### src/rtl/wbp_pkg.sv
package wbp_pkg;

    localparam int unsigned BUS_W  = 32;
    localparam int unsigned BYTE_W = 8;
    localparam int unsigned LANES  = BUS_W / BYTE_W;
    localparam int unsigned LANE_W = $clog2(LANES);

    typedef enum logic [1:0] {
        ENG_IDLE = 2'd0,
        ENG_LOAD = 2'd1,
        ENG_GATHER = 2'd2
    } eng_state_e;

    typedef struct packed {
        eng_state_e         state;
        logic [LANE_W-1:0]  lane;
        logic [BUS_W-1:0]   word;
        logic               done;
        logic [BUS_W-1:0]   rd_word;
    } eng_regs_t;

endpackage

### src/rtl/wbp_byte_fifo.sv
module wbp_byte_fifo #(
    parameter int unsigned DEPTH = 64
) (
    input  logic       clk,
    input  logic       rst_n,
    input  logic       flush,
    input  logic       push,
    input  logic [7:0] push_byte,
    input  logic       pop,
    output logic [7:0] head,
    output logic       has_space,
    output logic       has_data
);
    localparam int unsigned PTR_W = (DEPTH > 1) ? $clog2(DEPTH) : 1;
    localparam int unsigned CNT_W = $clog2(DEPTH + 1);
    localparam logic [PTR_W-1:0] LAST_PTR = PTR_W'(DEPTH - 1);
    localparam logic [CNT_W-1:0] FULL_CNT = CNT_W'(DEPTH);

    typedef struct packed {
        logic [PTR_W-1:0] wptr;
        logic [PTR_W-1:0] rptr;
        logic [CNT_W-1:0] count;
    } fifo_regs_t;

    fifo_regs_t r_d, r_q;
    logic [7:0] mem [DEPTH];
    logic push_ok, pop_ok;

    assign has_space = (r_q.count != FULL_CNT);
    assign has_data  = (r_q.count != '0);
    assign head      = mem[r_q.rptr];

    always_comb begin
        r_d     = r_q;
        push_ok = push && has_space && !flush;
        pop_ok  = pop && has_data && !flush;
        if (push_ok) begin
            r_d.wptr = (r_q.wptr == LAST_PTR) ? '0 : r_q.wptr + 1'b1;
        end
        if (pop_ok) begin
            r_d.rptr = (r_q.rptr == LAST_PTR) ? '0 : r_q.rptr + 1'b1;
        end
        case ({push_ok, pop_ok})
            2'b10:   r_d.count = r_q.count + 1'b1;
            2'b01:   r_d.count = r_q.count - 1'b1;
            default: r_d.count = r_q.count;
        endcase
        if (flush) begin
            r_d = '0;
        end
    end

    always_ff @(posedge clk or negedge rst_n) begin
        if (!rst_n) begin
            r_q <= '0;
        end else begin
            r_q <= r_d;
        end
    end

    always_ff @(posedge clk) begin
        if (push_ok) begin
            mem[r_q.wptr] <= push_byte;
        end
    end

    // a flush leaves the queue empty
    a_r6_flush_empties: assert property (@(posedge clk) disable iff (!rst_n)
        flush |=> (r_q.count == '0));

    // a push into a full queue without a pop leaves it full
    a_r8_full_holds: assert property (@(posedge clk) disable iff (!rst_n)
        (!has_space && push && !pop && !flush) |=> !has_space);

    // occupancy never exceeds the depth
    a_r8_count_bound: assert property (@(posedge clk) disable iff (!rst_n)
        r_q.count <= FULL_CNT);

endmodule

### src/rtl/wbp_engine.sv
module wbp_engine
    import wbp_pkg::*;
(
    input  logic              clk,
    input  logic              rst_n,
    input  logic              wr_req,
    input  logic [BUS_W-1:0]  wr_word,
    input  logic              rd_req,
    input  logic              tx_space,
    input  logic              rx_avail,
    input  logic [7:0]        rx_head,
    output logic              tx_push,
    output logic [7:0]        tx_push_byte,
    output logic              rx_pop,
    output logic              busy,
    output logic              done,
    output logic [BUS_W-1:0]  rd_word,
    output logic              ev_wr_done,
    output logic              ev_ovf,
    output logic              ev_rd_start,
    output logic              ev_unf
);
    localparam logic [LANE_W-1:0] LAST_LANE = LANE_W'(LANES - 1);

    eng_regs_t r_d, r_q;
    logic [4:0] shamt;
    logic [BUS_W-1:0] gathered;

    assign busy    = (r_q.state != ENG_IDLE);
    assign done    = r_q.done;
    assign rd_word = r_q.rd_word;

    always_comb begin
        r_d          = r_q;
        r_d.done     = 1'b0;
        tx_push      = 1'b0;
        rx_pop       = 1'b0;
        ev_wr_done   = 1'b0;
        ev_ovf       = 1'b0;
        ev_rd_start  = 1'b0;
        ev_unf       = 1'b0;
        shamt        = {r_q.lane, 3'b000};
        tx_push_byte = 8'(r_q.word >> shamt);
        gathered     = r_q.word | (BUS_W'(rx_head) << shamt);
        case (r_q.state)
            ENG_IDLE: begin
                if (wr_req) begin
                    r_d.state = ENG_LOAD;
                    r_d.lane  = '0;
                    r_d.word  = wr_word;
                end else if (rd_req) begin
                    r_d.state   = ENG_GATHER;
                    r_d.lane    = '0;
                    r_d.word    = '0;
                    ev_rd_start = 1'b1;
                end
            end
            ENG_LOAD: begin
                if (!tx_space) begin
                    ev_ovf    = 1'b1;
                    r_d.state = ENG_IDLE;
                    r_d.done  = 1'b1;
                end else begin
                    tx_push = 1'b1;
                    if (r_q.lane == LAST_LANE) begin
                        ev_wr_done = 1'b1;
                        r_d.state  = ENG_IDLE;
                        r_d.done   = 1'b1;
                    end else begin
                        r_d.lane = r_q.lane + 1'b1;
                    end
                end
            end
            ENG_GATHER: begin
                if (!rx_avail) begin
                    ev_unf      = 1'b1;
                    r_d.state   = ENG_IDLE;
                    r_d.done    = 1'b1;
                    r_d.rd_word = r_q.word;
                end else begin
                    rx_pop   = 1'b1;
                    r_d.word = gathered;
                    if (r_q.lane == LAST_LANE) begin
                        r_d.state   = ENG_IDLE;
                        r_d.done    = 1'b1;
                        r_d.rd_word = gathered;
                    end else begin
                        r_d.lane = r_q.lane + 1'b1;
                    end
                end
            end
            default: r_d.state = ENG_IDLE;
        endcase
    end

    always_ff @(posedge clk or negedge rst_n) begin
        if (!rst_n) begin
            r_q <= '{state: ENG_IDLE, lane: '0, word: '0, done: 1'b0, rd_word: '0};
        end else begin
            r_q <= r_d;
        end
    end

    // a lane past the first is only loaded after loading the previous one
    a_r1_lane_order: assert property (@(posedge clk) disable iff (!rst_n)
        (r_q.state == ENG_LOAD && r_q.lane != '0) |-> ($past(tx_push) && $past(r_q.state) == ENG_LOAD));

    // an overflow ends the write at once
    a_r2_ovf_stops: assert property (@(posedge clk) disable iff (!rst_n)
        ev_ovf |=> (done && !busy));

    // an underflow ends the read at once
    a_r5_unf_stops: assert property (@(posedge clk) disable iff (!rst_n)
        ev_unf |=> (done && !busy));

    // the done strobe only follows a busy cycle
    a_r9_done_after_busy: assert property (@(posedge clk) disable iff (!rst_n)
        done |-> $past(busy));

endmodule

### src/rtl/wbp_flags.sv
module wbp_flags #(
    parameter int unsigned TX_DEPTH = 64
) (
    input  logic clk,
    input  logic rst_n,
    input  logic tx_flush,
    input  logic rx_flush,
    input  logic ev_wr_done,
    input  logic ev_ovf,
    input  logic ev_rd_start,
    input  logic ev_unf,
    input  logic rx_push,
    input  logic rx_space,
    output logic tx_full,
    output logic tx_empty,
    output logic [$clog2(TX_DEPTH/4+1)-1:0] tx_words,
    output logic rx_full,
    output logic rx_empty,
    output logic err_overflow,
    output logic err_underflow
);
    localparam int unsigned WCNT_W = $clog2(TX_DEPTH / 4 + 1);
    localparam logic [WCNT_W-1:0] WCNT_MAX = '1;

    typedef struct packed {
        logic              tx_full;
        logic              tx_empty;
        logic [WCNT_W-1:0] words;
        logic              rx_full;
        logic              rx_empty;
        logic              ovf;
        logic              unf;
    } flag_regs_t;

    flag_regs_t r_d, r_q;

    always_comb begin
        r_d     = r_q;
        r_d.ovf = ev_ovf;
        r_d.unf = ev_unf;
        // transmit side
        if (ev_ovf) begin
            r_d.tx_full = 1'b1;
        end
        if (ev_wr_done) begin
            r_d.tx_empty = 1'b0;
            if (r_q.words != WCNT_MAX) begin
                r_d.words = r_q.words + 1'b1;
            end
        end
        if (tx_flush) begin
            r_d.tx_full  = 1'b0;
            r_d.tx_empty = 1'b1;
            r_d.words    = '0;
        end
        // receive side: clears first, sets after so that a set wins
        if (ev_rd_start) begin
            r_d.rx_full = 1'b0;
        end
        if (rx_push && rx_space) begin
            r_d.rx_empty = 1'b0;
        end
        if (rx_push && !rx_space) begin
            r_d.rx_full = 1'b1;
        end
        if (ev_unf) begin
            r_d.rx_empty = 1'b1;
        end
        if (rx_flush) begin
            r_d.rx_full  = 1'b0;
            r_d.rx_empty = 1'b1;
        end
    end

    always_ff @(posedge clk or negedge rst_n) begin
        if (!rst_n) begin
            r_q <= '{tx_full: 1'b0, tx_empty: 1'b1, words: '0, rx_full: 1'b0,
                     rx_empty: 1'b1, ovf: 1'b0, unf: 1'b0};
        end else begin
            r_q <= r_d;
        end
    end

    assign tx_full       = r_q.tx_full;
    assign tx_empty      = r_q.tx_empty;
    assign tx_words      = r_q.words;
    assign rx_full       = r_q.rx_full;
    assign rx_empty      = r_q.rx_empty;
    assign err_overflow  = r_q.ovf;
    assign err_underflow = r_q.unf;

    // an overflow raises the transmit full flag and leaves the count alone
    a_r2_full_after_ovf: assert property (@(posedge clk) disable iff (!rst_n)
        (ev_ovf && !tx_flush) |=> (tx_full && $stable(tx_words)));

    // a completed write clears the transmit empty flag
    a_r3_empty_cleared: assert property (@(posedge clk) disable iff (!rst_n)
        (ev_wr_done && !tx_flush) |=> !tx_empty);

    // read acceptance clears the receive full flag unless a dropped push sets it
    a_r4_full_cleared: assert property (@(posedge clk) disable iff (!rst_n)
        (ev_rd_start && !(rx_push && !rx_space)) |=> !rx_full);

    // an underflow sets the receive empty flag
    a_r5_empty_after_unf: assert property (@(posedge clk) disable iff (!rst_n)
        ev_unf |=> rx_empty);

    // a transmit flush restores the idle flags
    a_r6_tx_flush: assert property (@(posedge clk) disable iff (!rst_n)
        tx_flush |=> (tx_empty && !tx_full && tx_words == '0));

    // a dropped push in the read acceptance clock leaves the full flag set
    a_r10_set_wins: assert property (@(posedge clk) disable iff (!rst_n)
        (ev_rd_start && rx_push && !rx_space && !rx_flush) |=> rx_full);

endmodule

### src/rtl/spi_word_byte_port.sv
module spi_word_byte_port
    import wbp_pkg::*;
#(
    parameter int unsigned TX_DEPTH = 64,
    parameter int unsigned RX_DEPTH = 64
) (
    input  logic        clk,
    input  logic        rst_n,
    input  logic        tx_flush,
    input  logic        rx_flush,
    input  logic        wr_req,
    input  logic [31:0] wr_data,
    input  logic        rd_req,
    output logic [31:0] rd_data,
    output logic        acc_wait,
    output logic        acc_done,
    output logic        tx_byte_valid,
    output logic [7:0]  tx_byte,
    input  logic        tx_pop,
    input  logic        rx_push,
    input  logic [7:0]  rx_byte,
    output logic        tx_full,
    output logic        tx_empty,
    output logic [$clog2(TX_DEPTH/4+1)-1:0] tx_words,
    output logic        rx_full,
    output logic        rx_empty,
    output logic        err_overflow,
    output logic        err_underflow
);
    logic       tx_space, tx_push;
    logic [7:0] tx_push_byte;
    logic       rx_space, rx_avail, rx_pop;
    logic [7:0] rx_head;
    logic       ev_wr_done, ev_ovf, ev_rd_start, ev_unf;

    wbp_byte_fifo #(.DEPTH(TX_DEPTH)) i_tx_queue (
        .clk       (clk),
        .rst_n     (rst_n),
        .flush     (tx_flush),
        .push      (tx_push),
        .push_byte (tx_push_byte),
        .pop       (tx_pop),
        .head      (tx_byte),
        .has_space (tx_space),
        .has_data  (tx_byte_valid)
    );

    wbp_byte_fifo #(.DEPTH(RX_DEPTH)) i_rx_queue (
        .clk       (clk),
        .rst_n     (rst_n),
        .flush     (rx_flush),
        .push      (rx_push),
        .push_byte (rx_byte),
        .pop       (rx_pop),
        .head      (rx_head),
        .has_space (rx_space),
        .has_data  (rx_avail)
    );

    wbp_engine i_engine (
        .clk          (clk),
        .rst_n        (rst_n),
        .wr_req       (wr_req),
        .wr_word      (wr_data),
        .rd_req       (rd_req),
        .tx_space     (tx_space),
        .rx_avail     (rx_avail),
        .rx_head      (rx_head),
        .tx_push      (tx_push),
        .tx_push_byte (tx_push_byte),
        .rx_pop       (rx_pop),
        .busy         (acc_wait),
        .done         (acc_done),
        .rd_word      (rd_data),
        .ev_wr_done   (ev_wr_done),
        .ev_ovf       (ev_ovf),
        .ev_rd_start  (ev_rd_start),
        .ev_unf       (ev_unf)
    );

    wbp_flags #(.TX_DEPTH(TX_DEPTH)) i_flags (
        .clk           (clk),
        .rst_n         (rst_n),
        .tx_flush      (tx_flush),
        .rx_flush      (rx_flush),
        .ev_wr_done    (ev_wr_done),
        .ev_ovf        (ev_ovf),
        .ev_rd_start   (ev_rd_start),
        .ev_unf        (ev_unf),
        .rx_push       (rx_push),
        .rx_space      (rx_space),
        .tx_full       (tx_full),
        .tx_empty      (tx_empty),
        .tx_words      (tx_words),
        .rx_full       (rx_full),
        .rx_empty      (rx_empty),
        .err_overflow  (err_overflow),
        .err_underflow (err_underflow)
    );

    // input assumption, no request while the bus is held
    a_r9_no_req_in_wait: assert property (@(posedge clk) disable iff (!rst_n)
        acc_wait |-> (!wr_req && !rd_req));

    // input assumption, never both requests together
    a_r9_one_req: assert property (@(posedge clk) disable iff (!rst_n)
        !(wr_req && rd_req));

    // input assumption, flushes only while idle
    a_r6_flush_idle: assert property (@(posedge clk) disable iff (!rst_n)
        (tx_flush || rx_flush) |-> !acc_wait);

    // the done strobe accompanies the fall of the wait signal
    a_r9_done_on_fall: assert property (@(posedge clk) disable iff (!rst_n)
        $fell(acc_wait) |-> acc_done);

endmodule

### config.mk
export PLATFORM = sky130hd
export DESIGN_NAME = spi_word_byte_port
export DESIGN_NICKNAME = d
export VERILOG_FILES = /design/src/rtl/wbp_pkg.sv /design/src/rtl/wbp_byte_fifo.sv /design/src/rtl/wbp_engine.sv /design/src/rtl/wbp_flags.sv /design/src/rtl/spi_word_byte_port.sv
export SDC_FILE = /design/constraint.sdc
export NUM_CORES = 1
export LEC_CHECK = 0
export ABC_AREA = 1
export BUFFER_PORTS_ARGS = -buffer_cell sky130_fd_sc_hd__buf_4
export CAP_MARGIN = 20
export CORE_ASPECT_RATIO = 0.7
export CORE_MARGIN = 1.5
export CORE_UTILIZATION = 32
export DETAILED_ROUTE_END_ITERATION = 10
export PLACE_DENSITY = 0.5
export RECOVER_POWER = 50
export SYNTH_ARGS = -nofsm -noshare
export SYNTH_HDL_FRONTEND = slang
export SYNTH_SLANG_ARGS = --single-unit
### constraint.sdc
create_clock -name clk -period 4.26 [get_ports clk]
set_input_delay 0.426 -clock clk [delete_from_list [all_inputs] [get_ports clk]]
set_output_delay 0.426 -clock clk [all_outputs]
set_load 0.05 [all_outputs]
==> results, run 1 <==
- Buffers inserted during clock tree synthesis total 111.
- The switching power of the nets is 12.6 mW.
- The required time of the critical path is 3.83 ns.
- Internal power comes to 22.0 mW.
- After synthesis the netlist holds a flip-flop and latch count of ~1100.
- The maximum number of buffers from clock root to sink is 3.
- In this run, flip-flops and latches consume 41.6% of the power.
- The fraction of registers with async set/reset is 10.3%.
- The detailed-route wire length on metal 1 is 69700 microns.
- STA classifies the critical path endpoint as an output pin.
- The maximum level of the CTS H-tree is 3.
- The minimum clock period after layout is slightly below 4 ns.
- The critical path goes through clkinv_2 -> buf_12 -> o21ai_0 -> o22ai_1 -> o21ai_0 -> o22ai_1 -> o21ai_1 -> o21ai_1 -> buf_4.
- The cell count after synthesis came out at 4336.
- The finished layout holds 6458 standard cells, fillers aside.
- The part of the cycle the worst path needs is 92.0%.
- The root buffer cell chosen for the clock tree is sky130_fd_sc_hd__clkbuf_16.
- The count of final max-slew check failures is 1048.
- The via count of the first global-routing pass is 30900.
- The startpoint identified for the worst hold timing path is wr_data[8].
- The average size of a mapped cell is 11.1 sq um.
- Leaving out fill and tap cells, the most frequent cell in the layout is sky130_fd_sc_hd__nand2_1.
- Entering global routing, the biggest net connects 129 pins.
- Measured along the x axis, the die boundary spans 467 microns.
- The growth of design area from synthesis to finish is 13.4%.
- The buffers inserted during post-CTS setup optimization is 0.
- The critical path is of the flip-flop to output pin type.
- The number of rows in the core area is 118.
- The post-synthesis cell type with the largest combined area is sky130_fd_sc_hd__edfxtp_1.
- The floorplan step set the die height to ~330 microns.
- The clock network fraction of design power is between 20% and 30%.
- For this design, the sink count on the clock tree is about 1100.
- For this run, the leading register cell type out of synthesis is sky130_fd_sc_hd__edfxtp_1.
- The number of buffers added on ports is about 100.
- For the worst flop-to-flop path, the logic depth is 7.
- The ratio of cells with drive above 1 in the final layout is 7.82%.
- The relative contribution of combinational cells to total power is 29.4%.
- The number of enable flip-flop cells after synthesis is 1024.
- For this run, the number of Yosys warnings is 0.
- The count of pins on the block boundary is 102.
- The total number of vias is between 30000 and 40000.
- The count of nets left with antenna violations once routing finished came out at 0.
- In the detailed route, the total length drawn on met2 is 60900 microns.
- The remaining routing DRC violations is 0.
- The maximum clock skew at final layout is 0.0669 ns.
- The leakage power summed over all cells is 19.6 nW.
- The HPWL after detailed placement is 90100 microns.
- The via density per instance is 5.11.
- The net count after synthesis is 4403.
- The last weighted congestion value of the routability-driven placer is 0.852.
- The arrival time of data at the critical path endpoint is 3.49 ns.
- The portion of synthesized cell area occupied by the leading cell type is 63.8%.
- The tightest min-delay check is of the input port to flip-flop type.
- The worst-path cell with the longest stage delay is sky130_fd_sc_hd__dfrtp_4.
- The floorplan step defined a die boundary enclosing 153000 sq um.
- The worst voltage drop across the vdd grid is roughly 0.0005 V.
- TritonCTS built the clock tree.
- At the pin with the least slew margin, the transition time is 3.55 ns.
- The first detailed-routing pass took 5 iterations.
- STA classifies the critical path startpoint as a flip-flop.
- The total overflow reported by the global router is 0.
- Across the run, the number of max-cap violations was 17.
- The flow ran to the end, but the final reports show violations.
- The power density over cell area is ~630 nW/um^2.
- The number of nets in the layout is between 4000 and 5000.
- For this design, the CTS-stage hold fixing added 12 buffers.
- The initial antenna violation count is 6.
- Clock-pin slew was measured on the worst setup and hold paths at about 0.070 ns.
- The met3 wirelength from detailed routing is 11500 microns.
- Setup violations remaining at the end of the flow were counted as 0.
- The starting density of the core is 32.4%.
- Summing the sequential cell areas from Yosys gives a little over two thirds of the chip area.
- For the final routed database, the setup TNS stands at 0 ns.
- The checks that failed: capacitance limit, slew limit.
- The number of hold violations in the final report came to 0.
- The delay contributed by the slowest stage of the critical path is 0.61 ns.
- By area the synthesized netlist is led by sky130_fd_sc_hd__edfxtp_1 64%, sky130_fd_sc_hd__nand2_1 8.1%, sky130_fd_sc_hd__dfrtp_1 6.0%, sky130_fd_sc_hd__nor2_1 3.9%, sky130_fd_sc_hd__nand3_1 3.4%.
- The endpoint identified for the worst register-to-register timing path is i_tx_queue.mem[15][3].
- The headroom to the max-slew limit is -137%.
- Of the total power, the share spent switching nets is between 30% and 40%.
- The final layout contains routed wiring with a total length of between 100000 and 150000 microns.
- Across every metal layer, demand over resource in global routing totals 18.7%.
- The slack of the worst reg-to-reg path is ~0.35 ns.
- The worst hold path was traced through 3 stages.
- The clock insertion delay at the later pin of the skew report is 0.75 ns.
- Setup repair after global routing left no endpoint under its margin.
- The netlist area before placement is 48200 sq um.
- Based on the critical path, the design can be clocked at up to 255 MHz.
- The number of gates resized after CTS was 0.
- After detailed routing, the average wire length per cell comes to roughly 23 microns.
- The placeable core area is 149000 sq um.
- The first global-routing pass estimated 213000 microns of wire.
- The worst register-to-register path begins at i_engine.r_q[65].
- The number of placed instances with taps included is 6238.
- For hold timing, the worst endpoint is i_engine.r_q[41].
- In this run the worst path has a maximum fanout of 71.
- The detailed router used layers up to and including met5.
- The violation count after the first detailed-route iteration is ~3500.
- The number of different library cells in the post-synthesis netlist is 44.
- The library cells used most frequently in the layout, excluding fill and tap cells, are 1045 x sky130_fd_sc_hd__nand2_1, 1024 x sky130_fd_sc_hd__edfxtp_1, 499 x sky130_fd_sc_hd__nor2_1, 330 x sky130_fd_sc_hd__o21ai_0, 329 x sky130_fd_sc_hd__nand3_1.
## synth_stat cells (all sizes together), types with 5 or more instances
library cell and number:
o21ai 371, nor3 19, inv 153, nor2 506, xnor2 5, buf 164
a21oi 205, clkbuf 119, nand2 1055, nand4 42, xor2 8, o22ai 165
nand3 340, clkinv 8, ha 18, dfrtp 116, edfxtp 1024
## metal layers
| metal | global-route usage (%) | vias up |
|---|---|---|
| met5 | 0 | - |
| met4 | 5.37 | 2 |
| met3 | 4.10 | 199 |
| met2 | 26.3 | 1133 |
| met1 | 28.5 | 16400 |
| li1 | - | 15300 |
## critical path, delay by kind of cell, from the launching register on
| family | cells | cell delay, ns |
|---|---|---|
| compound gates | 6 | 1.32 |
| buf+inv | 3 | 0.79 |
| flops | 1 | 0.61 |
## final cells by class
cell class / instances / area, sq um
fillers: 14600 / 94100
repair buffers: 220 / 1650
well taps: 1980 / 2480
clock inverters: 48 / 588
diodes: 3 / 7.51
clock buffers: 154 / 3090
flip-flops and latches: 1142 / 33700
multi-input cells: 2750 / 12500
inverters: 161 / 619
## per-stage QoR
| stage | total power [mW] | worst slack (ns) | cell area (sq um) | util, % | hold WS, ns |
|---|---|---|---|---|---|
| floorplan | 21.0 | 0.707 | 48200 | - | 0.130 |
| global placement | 24.9 | 1.11 | 51200 | 34.4 | 0.455 |
| detailed placement | 24.9 | 1.07 | 51200 | 34.4 | 0.468 |
| CTS | 35.0 | 0.332 | 55000 | 37.0 | 0.000951 |
| global route | 36.2 | 0.0969 | 54700 | 36.7 | 0.0260 |
| finish | 34.6 | 0.341 | 54700 | 36.8 | 0.0483 |
## power by group through the flow
stage	Sequential, mW	Combinational [mW]	Clock [mW]
after floorplan	14.5	6.52	0
after CTS	14.3	10.4	10.2
after global routing	14.5	11.1	10.6
final	14.4	10.2	10.0
after detailed placement	14.5	10.4	0
after global placement	14.5	10.4	0
## cells by family (layout without fill, tap and decap cells)
kind of cell / after synthesis / count (layout) / synth area share, %
and+or+nand+nor: 1966 / 1966 / 16.8
AOI/OAI and AO/OA: 752 / 752 / 8.33
DFF: 1142 / 1142 / 69.9
xor gates and xnor gates: 13 / 13 / 0.236
buffers and inverters: 444 / 583 / 4.22
other: 0 / 3 / 0
adders and majority gates: 19 / 19 / 0.508
## worst max path at each step
stage | from | endpoint | slack (ns)
final | i_tx_queue.r_q[8] | tx_byte[1] | 0.34
after global routing | i_tx_queue.r_q[7] | tx_byte[1] | 0.1
after CTS | i_tx_queue.r_q[8] | tx_byte[1] | 0.33
after detailed placement | i_tx_queue.r_q[0] | i_tx_queue.r_q[5] | 1.07
after global placement | i_tx_queue.r_q[0] | i_tx_queue.r_q[5] | 1.11
after floorplan | i_engine.r_q[65] | i_tx_queue.mem[0][2] | 0.71
## flip-flops by register name (all words and copies together), names as in the netlist, 5 cells and up
signal,cells
i_engine.r_q,36
i_tx_queue.mem,512
i_rx_queue.r_q,19
i_engine.rd_word,32
i_flags.tx_words,5
i_tx_queue.r_q,19
i_rx_queue.mem,512
(Power assumes the default switching activity.)
==> run 2: changes to the inputs <==
- PLACE_DENSITY: 0.5 -> 0.58
==> results, run 2 (same netlist as run 1, synthesis figures left out) <==
- The CTS tree is yes.
- The remaining antenna violation count after routing was 0 (unchanged).
- The worst voltage drop across the vdd grid is 0.000500 V (-0.94%).
- The starting density of the core is 32.4% (unchanged).
- The global-route total usage across every layer came to 17.9% (-0.76 points).
- The clock slew seen by the registers of the worst setup and hold paths is 0.07 ns (about the same).
- The worst setup path is launched from a flip-flop.
- The number of rows in the core area is 118 (unchanged).
- Setup repair after global routing left no endpoint under its margin.
- The number of buffers added on ports came to 101 (unchanged).
- The number of CTS-inserted buffers was 109 (-1.8%).
- The via density per instance is 5.14 (+0.62%).
- The part of the cycle the worst path needs is 93.7% (+1.7 points).
- The count of clock tree sinks was 1142 (unchanged).
- The delay contributed by the slowest stage of the critical path is 0.50 ns (-0.11 ns).
- The run finished, with violations left.
- The power density over cell area was 632 nW/um^2 (about the same).
- The checks that failed: capacitance limit, slew limit.
- The initial antenna violation count is 4 (-2).
- The vertical die dimension is 328 microns (unchanged).
- Leaving out fill and tap cells, the most frequent cell in the layout is sky130_fd_sc_hd__nand2_1.
- The largest registers in the layout are i_rx_queue.mem: 512 flops, i_tx_queue.mem: 512 flops, i_engine.r_q: 36 flops.
- The worst-path cell with the longest stage delay is sky130_fd_sc_hd__dfrtp_1.
- The ratio of cells with drive above 1 in the final layout is 7.22% (-0.61 points).
- The kind of critical path is flip-flop to output pin.
- The total number of vias is 33100 (+0.17%).
- The leakage power summed over all cells is 19.4 nW (-1.1%).
- The growth of design area from synthesis to finish is 12.6%.
- The headroom to the max-slew limit came to -139% (-1.7 points).
- The final routed wirelength across all metal layers was 140000 microns (-3.8%).
- The number of placed instances with taps included was 6208 (-0.48%).
- The horizontal extent of the die is 467 microns (unchanged).
- The fmax came to 250 MHz (-1.8%).
- The required time of the critical path is 3.83 ns (about the same).
- The maximum level of the CTS H-tree is 3 (unchanged).
- The setup TNS after final layout is 0 ns (unchanged).
- The remaining routing DRC violations came to 0 (unchanged).
- The first-pass GRT wire length was 207000 microns (-2.9%).
- The maximum clock skew at final layout is 0.0647 ns (-0.00224 ns).
- The clock insertion delay at the later pin of the skew report is 0.74 ns (about the same).
- The minimum clock period after layout is 3.99 ns (+0.0730 ns).
- The post-DP HPWL is 86400 microns (-4.1%).
- The tightest min-delay check is of the input port to flip-flop type.
- The placeable core area is 149000 sq um (unchanged).
- The number of search-and-repair iterations in the first detailed-routing pass is 6 (+1).
- The kind of end point of the critical path is an output pin.
- The count of final max-slew check failures is 828 (-21%).
- The count of pins on the block boundary was 102 (unchanged).
- The largest driver fanout on the critical path was 54 (-24%).
- The detail-routed net length per standard cell was 21.8 microns (-3.3%).
- The violation count after the first detailed-route iteration was 3805 (+9.4%).
- The number of max-capacitance violations reported is 14 (-3).
- The number of antenna repair diodes is 0 (-3).
- The via count of the first global-routing pass is 30500 (-1.3%).
- The arrival time of data at the critical path endpoint is 3.57 ns (+0.08 ns).
- The non-filler instance count after layout is 6429 (-0.45%).
- The maximum number of buffers from clock root to sink is 3 (unchanged).
- The transition time at the pin with the least slew margin was 3.58 ns (+0.0262 ns).
- The final-report setup violation count is 0 (unchanged).
- The number of hold violations in the final report is 0 (unchanged).
- Leaving out fill and tap cells, the most frequent cells in the layout are 1041 x sky130_fd_sc_hd__nand2_1, 1024 x sky130_fd_sc_hd__edfxtp_1, 500 x sky130_fd_sc_hd__nor2_1, 331 x sky130_fd_sc_hd__o21ai_0, 329 x sky130_fd_sc_hd__nand3_1.
- The die outline area is 153000 sq um (unchanged).
- The last weighted congestion value of the routability-driven placer is 0.863 (+1.3%).
- The number of nets in the layout is 4420 (-0.74%).
- Walking the worst path, the cells encountered are inv_6 -> buf_12 -> o21ai_0 -> o22ai_1 -> o21ai_0 -> o22ai_1 -> o21ai_1 -> o21ai_1 -> buf_4.
- The maximum number of pins on one net before global-route repair was 148 (+15%).
- The total overflow reported by the global router is 0 (unchanged).
- The clock root buffer is sky130_fd_sc_hd__clkbuf_16.
-- run 2: area by class of cell --
type | count | area [sq um]
sequential | 1142 | 33700
timing repair buffer | 189 | 1340
inverter | 161 | 617
fill | 14600 | 94500
tap | 1980 | 2480
clock inverter | 66 | 702
clock buffer | 141 | 2910
multi-input combinational | 2750 | 12500
-- run 2: final timing paths --
kind | from | to | slack (ns) | depth (start not counted)
worst max-delay path | i_tx_queue.r_q[7] | tx_byte[0] | 0.27 | 9
worst min-delay path | wr_data[28] | i_engine.r_q[61] | 0.04 | 3
worst max register to register | i_engine.r_q[66] | i_tx_queue.mem[49][0] | 0.35 | 6
worst min register to register | i_flags.tx_empty | i_flags.tx_empty | 0.46 | 2
max in group asynchronous | rst_n | i_engine.rd_word[11] | 1.46 | 3
min in group asynchronous | rst_n | i_engine.done | 0.88 | 2
-- run 2: critical path: cells and delay by family (launching register included) --
family          cells  cell delay, ns
compound gates      6            1.34
buf+inv             3            0.89
flops               1            0.50
-- run 2: what timing repair did --
| item | CTS | global route |
|---|---|---|
| endpoints found under the hold margin | 85 | 0 |
| gates resized for setup | 0 | 0 |
| setup buffers | 0 | 0 |
| hold buffers | 12 | 0 |
-- run 2: routing by layer --
metal  vias to the layer above  global-route usage, %  part of all wire (%)
li1                      15200                      -                     -
met4                         0                   4.36                   2.2
met1                     16300                   28.2                    47
met3                       171                   3.67                   8.8
met5                         -                      0                     0
met2                      1365                   24.8                    42
-- run 2: where the power goes --
part / internal [mW] / leakage, nW / switching (mW)
Combinational: 2.30 / 6.88 / 7.81
Clock: 5.47 / 1.75 / 4.43
Sequential: 14.0 / 10.7 / 0.298
Total: 21.8 / 19.4 / 12.5
-- run 2: per-stage QoR --
step | area (sq um) | setup WS (ns) | util, % | power [mW] | hold WS [ns]
after floorplan | 48200 | 0.707 | - | 21.0 | 0.130
after global placement | 50900 | 1.08 | 34.2 | 24.6 | 0.456
after detailed placement | 50900 | 1.07 | 34.2 | 24.8 | 0.458
after CTS | 54600 | 0.247 | 36.7 | 34.6 | 0.00124
after global routing | 54300 | 0.0911 | 36.5 | 35.8 | 0.0168
final | 54300 | 0.268 | 36.5 | 34.3 | 0.0442
